`src/rtl/ea_pkg.sv`:
```
package ea_pkg;

    localparam int ADDR_W = 32;

    typedef enum logic [1:0] {
        MODE_INDEX   = 2'd0,
        MODE_PRE_IND = 2'd1,
        MODE_POST_IND = 2'd2,
        MODE_INDEX_ALT = 2'd3
    } ea_mode_e;

    typedef enum logic [1:0] {
        ST_IDLE  = 2'd0,
        ST_CALC  = 2'd1,
        ST_FETCH = 2'd2,
        ST_DONE  = 2'd3
    } ea_state_e;

    typedef struct packed {
        ea_state_e         st;
        ea_mode_e          mode;
        logic [ADDR_W-1:0] addr;
        logic [ADDR_W-1:0] sidx;
        logic [ADDR_W-1:0] outer;
        logic [ADDR_W-1:0] result;
    } ea_regs_t;

    function automatic logic is_indirect(input ea_mode_e m);
        return (m == MODE_PRE_IND) || (m == MODE_POST_IND);
    endfunction

endpackage

```
`src/rtl/ea_disp_ext.sv`:
```
module ea_disp_ext #(
    parameter int W       = 32,
    parameter int SHORT_W = 16
) (
    input  logic [W-1:0] disp_in,
    input  logic         long_sel,
    output logic [W-1:0] disp_out
);
    localparam int EXT_W = W - SHORT_W;

    logic [W-1:0] short_x;

    // replicate the sign bit of the short form across the upper part
    assign short_x  = {{EXT_W{disp_in[SHORT_W-1]}}, disp_in[SHORT_W-1:0]};
    assign disp_out = long_sel ? disp_in : short_x;
endmodule

```
`src/rtl/ea_scaler.sv`:
```
module ea_scaler #(
    parameter int W       = 32,
    parameter int SCALE_W = 2
) (
    input  logic [W-1:0]       idx_in,
    input  logic [SCALE_W-1:0] scale_sel,
    input  logic               suppress,
    output logic [W-1:0]       idx_out
);
    localparam int N_FACT = 1 << SCALE_W;

    logic [W-1:0] shifted [N_FACT];

    for (genvar g = 0; g < N_FACT; g++) begin : g_shift
        assign shifted[g] = idx_in << g;
    end

    assign idx_out = suppress ? '0 : shifted[scale_sel];
endmodule

```
`src/rtl/ea_adder3.sv`:
```
module ea_adder3 #(
    parameter int W = 32
) (
    input  logic [W-1:0] term_a,
    input  logic [W-1:0] term_b,
    input  logic [W-1:0] term_c,
    output logic [W-1:0] sum
);
    // modulo-2^W sum, carries past the top bit are dropped
    assign sum = term_a + term_b + term_c;
endmodule

```
`src/rtl/ea_indirect_gen.sv`:
```
module ea_indirect_gen
    import ea_pkg::*;
#(
    parameter int SHORT_W = 16,
    parameter int SCALE_W = 2
) (
    input  logic               clk,
    input  logic               rst_n,
    input  logic               start,
    input  logic [1:0]         mode,
    input  logic [ADDR_W-1:0]  base_val,
    input  logic               base_sup,
    input  logic [ADDR_W-1:0]  base_disp,
    input  logic               bdisp_long,
    input  logic [ADDR_W-1:0]  idx_val,
    input  logic               idx_sup,
    input  logic [SCALE_W-1:0] scale,
    input  logic [ADDR_W-1:0]  outer_disp,
    input  logic               odisp_long,
    output logic               mem_req,
    output logic [ADDR_W-1:0]  mem_addr,
    input  logic               mem_rdy,
    input  logic [ADDR_W-1:0]  mem_data,
    output logic               busy,
    output logic               done,
    output logic [ADDR_W-1:0]  ea
);

    ea_regs_t r_d, r_q;

    ea_mode_e          live_mode;
    logic [ADDR_W-1:0] base_t;
    logic [ADDR_W-1:0] bdisp_x;
    logic [ADDR_W-1:0] odisp_x;
    logic [ADDR_W-1:0] sidx;
    logic [ADDR_W-1:0] pre_term;
    logic [ADDR_W-1:0] sum_first;
    logic [ADDR_W-1:0] post_term;
    logic [ADDR_W-1:0] sum_final;

    assign live_mode = ea_mode_e'(mode);
    assign base_t    = base_sup ? '0 : base_val;

    ea_disp_ext #(.W(ADDR_W), .SHORT_W(SHORT_W)) u_bdisp (
        .disp_in  (base_disp),
        .long_sel (bdisp_long),
        .disp_out (bdisp_x)
    );

    ea_disp_ext #(.W(ADDR_W), .SHORT_W(SHORT_W)) u_odisp (
        .disp_in  (outer_disp),
        .long_sel (odisp_long),
        .disp_out (odisp_x)
    );

    ea_scaler #(.W(ADDR_W), .SCALE_W(SCALE_W)) u_scale (
        .idx_in    (idx_val),
        .scale_sel (scale),
        .suppress  (idx_sup),
        .idx_out   (sidx)
    );

    // first sum: the index joins here unless it is applied after the fetch
    assign pre_term = (live_mode == MODE_POST_IND) ? '0 : sidx;

    ea_adder3 #(.W(ADDR_W)) u_sum_first (
        .term_a (base_t),
        .term_b (bdisp_x),
        .term_c (pre_term),
        .sum    (sum_first)
    );

    // second sum: fetched pointer plus outer displacement plus late index
    assign post_term = (r_q.mode == MODE_POST_IND) ? r_q.sidx : '0;

    ea_adder3 #(.W(ADDR_W)) u_sum_final (
        .term_a (mem_data),
        .term_b (r_q.outer),
        .term_c (post_term),
        .sum    (sum_final)
    );

    always_comb begin
        r_d = r_q;
        unique case (r_q.st)
            ST_IDLE: begin
                if (start) begin
                    r_d.mode  = live_mode;
                    r_d.sidx  = sidx;
                    r_d.outer = odisp_x;
                    if (is_indirect(live_mode)) begin
                        r_d.addr = sum_first;
                        r_d.st   = ST_CALC;
                    end else begin
                        r_d.result = sum_first;
                        r_d.st     = ST_DONE;
                    end
                end
            end
            ST_CALC: begin
                r_d.st = ST_FETCH;
            end
            ST_FETCH: begin
                if (mem_rdy) begin
                    r_d.result = sum_final;
                    r_d.st     = ST_DONE;
                end
            end
            ST_DONE: begin
                r_d.st = ST_IDLE;
            end
            default: r_d.st = ST_IDLE;
        endcase
    end

    always_ff @(posedge clk) begin
        if (!rst_n) begin
            r_q <= '0;
        end else begin
            r_q <= r_d;
        end
    end

    assign mem_req  = (r_q.st == ST_FETCH);
    assign mem_addr = r_q.addr;
    assign busy     = (r_q.st != ST_IDLE);
    assign done     = (r_q.st == ST_DONE);
    assign ea       = r_q.result;

    AST_DONE_PULSE: assert property (@(posedge clk) disable iff (!rst_n)
        done |=> (!done && !busy));

    AST_REQ_HOLD: assert property (@(posedge clk) disable iff (!rst_n)
        (mem_req && !mem_rdy) |=> (mem_req && $stable(mem_addr)));

    AST_INDEX_NO_FETCH: assert property (@(posedge clk) disable iff (!rst_n)
        (start && !busy && (mode == 2'd0 || mode == 2'd3)) |=> (done && !mem_req));

    AST_BUSY_HOLD: assert property (@(posedge clk) disable iff (!rst_n)
        (busy && !done) |=> busy);

    AST_DONE_AFTER_READY: assert property (@(posedge clk) disable iff (!rst_n)
        (mem_req && mem_rdy) |=> (done && !mem_req));

endmodule

```
`config.mk`:
```
export PLATFORM = sky130hd
export DESIGN_NAME = ea_indirect_gen
export DESIGN_NICKNAME = d
export VERILOG_FILES = /design/src/rtl/ea_pkg.sv /design/src/rtl/ea_disp_ext.sv /design/src/rtl/ea_scaler.sv /design/src/rtl/ea_adder3.sv /design/src/rtl/ea_indirect_gen.sv
export SDC_FILE = /design/constraint.sdc
export NUM_CORES = 1
export LEC_CHECK = 0
export BUFFER_PORTS_ARGS = -buffer_cell sky130_fd_sc_hd__buf_2
export CAP_MARGIN = 0
export CELL_PAD_IN_SITES_DETAIL_PLACEMENT = 0
export CELL_PAD_IN_SITES_GLOBAL_PLACEMENT = 1
export CORE_ASPECT_RATIO = 1.1
export CORE_MARGIN = 3
export CORE_UTILIZATION = 45
export DETAILED_ROUTE_END_ITERATION = 7
export PLACE_DENSITY = 0.95
export SLEW_MARGIN = 20
export SYNTH_ARGS = -nofsm -noshare
export SYNTH_HDL_FRONTEND = slang
export SYNTH_SLANG_ARGS = --single-unit
```
`constraint.sdc`:
```
create_clock -name clk -period 7.8 [get_ports clk]
set_input_delay 0.39 -clock clk [delete_from_list [all_inputs] [get_ports clk]]
set_output_delay 0.39 -clock clk [all_outputs]
set_load 0.005 [all_outputs]
```
==> results.sh, run 1 <==
export IMPL_endpoint_kind="register"
export IMPL_drc=0
export IMPL_fin_util_pct=52.3
export IMPL_cts_buffers=17
export IMPL_gp_congestion=0.992
export IMPL_relSlewSlack_pct=32.4
export IMPL_dr_pass1_iters=5
export IMPL_clock_root_buffer="clkbuf_16"
export IMPL_io_buffers=238
export IMPL_syn_cell_area_um2=11900
export IMPL_worst_hold_path_type="input port to register"
export IMPL_grt_pass1_wl_um=61000
export IMPL_initial_core_util_pct=46.3
export IMPL_setup_tns_ns=0
export IMPL_seqPwrFrac_pct=26.1
export IMPL_yosys_register_bits=132
export IMPL_required_ns=8.12
export IMPL_cts_hold_buf=0
export IMPL_htree_num_levels=4
export IMPL_slew_viol_final=0
export IMPL_syn_area_per_cell_um2=8.00
export IMPL_hold_viol=0
export IMPL_cts_buffer_depth=2
export IMPL_cap_violations=0
export IMPL_cp_arrival_ns=5.22
export IMPL_dieArea_um2=28400
export IMPL_ctsResizeCount=0
export IMPL_wire_per_inst_um=20.1
export IMPL_vias=11400
export IMPL_multi_input_area_um2=8170
export IMPL_leakagePower_nw=6.08
export IMPL_grt_ovfl_total=0
export IMPL_max_vdd_ir_drop_v=0.000225
export IMPL_antenna_found_initial=4
export IMPL_p_comb_share_pct=51.5
export IMPL_ys_seq_area_share_pct=22.3
export IMPL_synth_top_flop_cell="dfxtp_1"
export IMPL_routed_wl_um=39500
export IMPL_clk_pin_slew_ns=0.07
export IMPL_synthSimpleGateAreaFrac_pct=20.7
export IMPL_synth_compound_area_share_pct=22.0
export IMPL_synth_mux_area_fraction_pct=5.06
export IMPL_worst_slew_pin_slew_ns=1.01
export IMPL_nFillCells=2568
export IMPL_die_w_um=161
export IMPL_die_y_um=176
export IMPL_core_area_um2=25600
export IMPL_track_usage_pct=27.4
export IMPL_synth_warning_count=0
export IMPL_switching_share_pct=45.3
export IMPL_final_area_um2=13400
export IMPL_startpoint_type="input port"
export IMPL_syn_inst=1483
export IMPL_postCtsSetupBuffers=0
export IMPL_grt_max_degree=90
export IMPL_final_common_cell="buf_2"
export IMPL_place_hpwl_um=30900
export IMPL_fmax_mhz=204
export IMPL_layout_nets=1902
export IMPL_cts_tree="yes"
export IMPL_num_rows=61
export IMPL_intPower_mw=2.06
export IMPL_syn_nets=1783
export IMPL_period_share_pct=62.9
export IMPL_seq_area_um2=2640
export IMPL_placed_cell_area_um2=12800
export IMPL_power_frac_clock_pct=22.4
export IMPL_yosys_cell_types_count=73
export IMPL_io_pins=239
export IMPL_synth_top_family_by_area="compound AO/OA/AOI/OAI gates"
export IMPL_layout_drive_gt1_share_pct=20.2
export IMPL_synth_adder_area_share_pct=17.5
export IMPL_status="finished clean"
export IMPL_rsz0062_at_grt="false"
export IMPL_drt_iter0_drc=785
export IMPL_mostFrequentLayoutCells="buf_2, nand2_1, a21oi_1"
export IMPL_viasPerCell=5.81
export IMPL_setup_viol=0
export IMPL_cts_sinks=132
export IMPL_power_mw=3.76
export IMPL_period_minus_slack_ns=4.91
export IMPL_clk_latency_ns=0.43
export IMPL_critical_path_class="input port to register"
export IMPL_crit_fanout=49
export IMPL_synth_edf_count=0
export IMPL_p_per_area_nw_per_um2=280
export IMPL_first_global_vias=11200
export IMPL_clock_skew_ns=0.0153
export IMPL_synth_xor_area_share_pct=3.32
export IMPL_synth_async_sr_flop_share_pct=0
export IMPL_syn2layout_area_growth_pct=13.0
export IMPL_drtAntennaViolNets=0
export IMPL_p_sw_mw=1.70
==> cell families (layout without fill, tap and decap cells) <==
family                   count (synthesis)  count (layout)
AO/OA/AOI/OAI                          409             409
XOR/XNOR                                45              45
adder cells (fa/ha/maj)                128             128
buffers and inverters                  221             353
flip-flops                             132             132
multiplexers                            38              38
other                                    0               1
AND/OR/NAND/NOR                        510             510
==> sequential cells by signal, indices dropped and copies added, names as in the netlist <==
name      count
ea           32
mem_addr     32
r_q          68
==> synthesized netlist by cell type (4+ instances only) <==
cell,instances,area (µm²)
nand2b_1,49,307
nand2_1,175,657
clkbuf_1,82,308
buf_1,4,15.0
o2111ai_1,4,35.0
nor2b_1,49,307
fa_1,64,1280
nand3_1,26,130
a221oi_1,16,140
o31a_1,4,35.0
ha_1,64,801
inv_1,67,251
nor4_1,4,25.0
mux2i_1,15,150
mux4_2,17,383
o211ai_1,7,52.6
or3_1,10,62.6
and2_1,34,213
or2_2,6,37.5
a21oi_1,160,801
a2111oi_0,21,184
o21ai_0,70,350
nand4_1,5,31.3
a21o_1,20,150
a211oi_1,21,158
xnor2_1,29,254
buf_4,64,480
xor2_1,16,140
nor3_1,27,135
o21a_1,9,67.6
o211a_1,4,40.0
dfxtp_1,132,2640
o21ai_1,12,60.1
o22ai_1,4,25.0
o21bai_1,4,30.0
nor2_1,101,379
and3_1,12,75.1
a31oi_1,15,93.8
==> through the flow <==
step,instances,hold WS [ns],setup WS [ns]
global route,1962,0.194,2.58
detailed placement,1929,0.444,2.52
CTS,1961,0.179,2.92
floorplan,1483,0.432,3.17
global placement,1929,0.440,2.68
finish,1962,0.189,2.89
==> routing by layer <==
layer | global-route usage, % | wire length, µm
met4 | 15.2 | 2250
met5 | 0 | 27
met2 | 46.4 | 18800
met3 | 3.33 | 2300
met1 | 33.9 | 16100
==> area by class of cell <==
class / instances / area share (%)
Sequential cell: 132 / 19.7
Clock buffer: 17 / 3.17
Tap cell: 346 / 3.23
Multi-Input combinational cell: 1130 / 60.9
Inverter: 70 / 1.96
Timing Repair Buffer: 251 / 9.63
Clock inverter: 15 / 1.38
Antenna cell: 1 / 0.0187
==> path summary, 6_finish.rpt <==
check	depth (start not counted)	end	slack (ns)	start
max	14	mem_addr[28]$_SDFFE_PN0P_	2.89	scale[1]
min	3	r_q[34]$_SDFFE_PN0P_	0.19	outer_disp[2]
max reg2reg	15	ea[29]$_SDFFE_PN0P_	3.46	r_q[129]$_SDFFE_PN0P_
min reg2reg	2	mem_addr[21]$_SDFFE_PN0P_	0.45	mem_addr[21]$_SDFFE_PN0P_
==> power by group through the flow <==
| stage | clock (mW) | sequential, mW | combinational, mW |
|---|---|---|---|
| floorplan | 0 | 0.939 | 1.43 |
| global placement | 0 | 0.991 | 1.89 |
| detailed placement | 0 | 0.992 | 1.91 |
| CTS | 0.849 | 0.978 | 1.93 |
| global route | 0.880 | 0.998 | 2.13 |
| finish | 0.844 | 0.981 | 1.94 |
==> worst max-delay path: stages <==
cell,delay (ns)
buf_2,0.73
mux2i_1,0.25
nor2b_1,0.20
a2111oi_0,0.61
fa_1,0.53
ha_1,0.36
nand2_1,0.10
or3_1,0.41
a31oi_1,0.26
o21ai_1,0.18
a2111oi_1,0.66
o21ai_1,0.14
nor3b_1,0.17
a31o_1,0.18
Note: power is estimated with default switching activity, not from simulation.
==> run 2, diff against run 1 <==
--- a/config.mk
+++ b/config.mk
@@ -11,9 +11,9 @@
 export CELL_PAD_IN_SITES_GLOBAL_PLACEMENT = 1
 export CORE_ASPECT_RATIO = 1.1
 export CORE_MARGIN = 3
-export CORE_UTILIZATION = 45
+export CORE_UTILIZATION = 38
 export DETAILED_ROUTE_END_ITERATION = 7
-export PLACE_DENSITY = 0.95
+export PLACE_DENSITY = 0.89
 export SLEW_MARGIN = 20
 export SYNTH_ARGS = -nofsm -noshare
 export SYNTH_HDL_FRONTEND = slang
==> constraint.sdc (replaced) <==
create_clock -name clk -period 4.2 [get_ports clk]
set_input_delay 0.21 -clock clk [delete_from_list [all_inputs] [get_ports clk]]
set_output_delay 0.21 -clock clk [all_outputs]
set_load 0.005 [all_outputs]
==> results.sh, run 2 (same netlist as run 1, synthesis figures left out) <==
export IMPL_cap_violations=0
export IMPL_power_frac_clock_pct=20.3
export IMPL_min_from="outer_disp[1]"
export IMPL_wl_met1_um=16800
export IMPL_max_vdd_ir_drop_v=0.000310
export IMPL_gp_congestion=0.922
export IMPL_period_share_pct=93.2
export IMPL_routed_wl_um=40800
export IMPL_fmax_mhz=255
export IMPL_r2r_slack_ns=0.29
export IMPL_ctsResizeCount=0
export IMPL_switching_share_pct=45.2
export IMPL_clock_skew_ns=0.0139
export IMPL_core_area_um2=30600
export IMPL_intPower_mw=3.90
export IMPL_required_ns=4.55
export IMPL_drc=0
export IMPL_htree_num_levels=4
export IMPL_cts_buffers=17
export IMPL_fin_util_pct=46.1
export IMPL_period_minus_slack_ns=3.92
export IMPL_startpoint_type="input port"
export IMPL_wl_met2_um=20300
export IMPL_io_pins=239
export IMPL_worstReg2RegStart="r_q[129]$_SDFFE_PN0P_"
export IMPL_cp_slowest_stage_delay_ns=0.52
export IMPL_dieArea_um2=33400
export IMPL_slew_viol_final=0
export IMPL_grt_ovfl_total=0
export IMPL_viasPerCell=5.39
export IMPL_hold_viol=0
export IMPL_leakagePower_nw=6.49
export IMPL_worst_slew_pin_slew_ns=0.955
export IMPL_cp_arrival_ns=4.27
export IMPL_worst_slack_ns=0.284
export IMPL_layout_drive_gt1_share_pct=24.1
export IMPL_vias=11400
export IMPL_clk_latency_ns=0.44
export IMPL_seqPwrFrac_pct=25.6
export IMPL_ff2ff_path_depth=16
export IMPL_drtAntennaViolNets=0
export IMPL_crit_fanout=4
export IMPL_wire_per_inst_um=19.3
export IMPL_r2r_end="ea[31]$_SDFFE_PN0P_"
export IMPL_nFillCells=3081
export IMPL_syn2layout_area_growth_pct=18.9
export IMPL_p_comb_share_pct=54.1
export IMPL_rsz0062_at_grt="false"
export IMPL_whs_path_depth=3
export IMPL_layout_nets=1987
export IMPL_critical_path_class="input port to register"
export IMPL_antenna_found_initial=1
export IMPL_place_hpwl_um=33300
export IMPL_dr_pass1_iters=5
export IMPL_mostFrequentLayoutCells="buf_2, nand2_1, a21oi_1"
export IMPL_path_cells="buf_2, inv_1, ha_1, or4_1, fa_1, inv_1, ha_1, fa_1, a21o_1, a211oi_2, buf_4, or3_1, a21oi_1, buf_4, o21ba_1, o41a_1, or3_1, o211ai_2"
export IMPL_clk_pin_slew_ns=0.07
export IMPL_initial_core_util_pct=38.8
export IMPL_min_to="r_q[33]$_SDFFE_PN0P_"
export IMPL_setup_viol=0
export IMPL_critPathSlowestCell="fa_1"
export IMPL_status="finished clean"
export IMPL_cts_tree="yes"
export IMPL_crit_buf_inv=5
export IMPL_power_mw=7.12
export IMPL_cts_hold_buf=1
export IMPL_die_y_um=191
export IMPL_top_register="r_q"
export IMPL_grt_max_degree=53
export IMPL_first_global_vias=11400
export IMPL_num_rows=67
export IMPL_cts_buffer_depth=2
export IMPL_drt_iter0_drc=726
export IMPL_wl_met3_um=2150
export IMPL_worst_hold_path_type="input port to register"
export IMPL_n_antenna_cell=0
export IMPL_topRoutingLayerUsed="met4"
export IMPL_setup_tns_ns=0
export IMPL_track_usage_pct=23.9
export IMPL_grt_pass1_wl_um=62400
export IMPL_clock_root_buffer="clkbuf_16"
export IMPL_critPathTopFamily="adder cells"
export IMPL_p_sw_mw=3.22
export IMPL_postCtsSetupBuffers=0
export IMPL_p_per_area_nw_per_um2=505
export IMPL_endpoint_kind="register"
export IMPL_relSlewSlack_pct=34.7
export IMPL_final_common_cell="buf_2"
export IMPL_pre_cts_ws_ns=-0.115
export IMPL_cts_sinks=132
export IMPL_io_buffers=238
export IMPL_timing_hold_ws_ns=0.00910
export IMPL_largest_reg_flops=68
export IMPL_die_w_um=175
[run 2: how the worst max path moves through the flow]
| stage | from | end | cells after the start | slack, ns |
|---|---|---|---|---|
| detailed placement | scale[1] | ea[29]$_SDFFE_PN0P_ | 17 | -0.12 |
| finish | mode[0] | ea[27]$_SDFFE_PN0P_ | 18 | 0.28 |
| global route | scale[1] | ea[18]$_SDFFE_PN0P_ | 17 | 0.05 |
| CTS | r_q[129]$_SDFFE_PN0P_ | ea[31]$_SDFFE_PN0P_ | 14 | 0.28 |
| global placement | scale[1] | ea[29]$_SDFFE_PN0P_ | 17 | -0.09 |
| floorplan | scale[0] | ea[27]$_SDFFE_PN0P_ | 15 | 0.05 |
[run 2: worst reg2reg max path, stage by stage, from the launching register on]
cell and delay, ns:
dfxtp_1 0.33, nor2b_1 0.13, buf_4 0.20, and2_1 0.16, fa_1 0.41, ha_1 0.22, inv_1 0.09, fa_1 0.21
nor2b_1 0.07, o31ai_1 0.41, a211oi_1 0.14, buf_4 0.17, o211ai_1 0.35, nand2_1 0.13, a221oi_1 0.35, mux2i_1 0.16
o31a_1 0.25
[run 2: through the flow]
step           area [µm²]  std cells
2_1_floorplan       11900       1483
3_3_place_gp        13500       2081
3_5_place_dp        13500       2081
4_1_cts             14100       2114
5_1_grt             14100       2114
6_report            14100       2114
[run 2: area by class of cell]
cell class	instances	area (µm²)	share of cell area, %
clock buffers	18	439	3.11
multi-input cells	1130	8170	57.9
clock inverters	14	120	0.851
flip-flops and latches	132	2640	18.7
well taps	414	518	3.67
inverters	70	263	1.86
repair buffers	336	1950	13.9
[run 2: metal layers]
metal | up-vias | global-route usage, %
met5 | - | 0
met4 | 0 | 9.39
met3 | 72 | 3.16
met2 | 382 | 42.9
met1 | 5389 | 29.2
li1 | 5553 | -
[run 2: power groups by stage]
stage          clock network (mW)  logic, mW  registers (mW)
5_1_grt                      1.52       4.26            1.85
3_3_place_gp                    0       3.79            1.83
3_5_place_dp                    0       3.81            1.84
4_1_cts                      1.46       3.84            1.81
6_report                     1.45       3.85            1.82
2_1_floorplan                   0       2.66            1.74
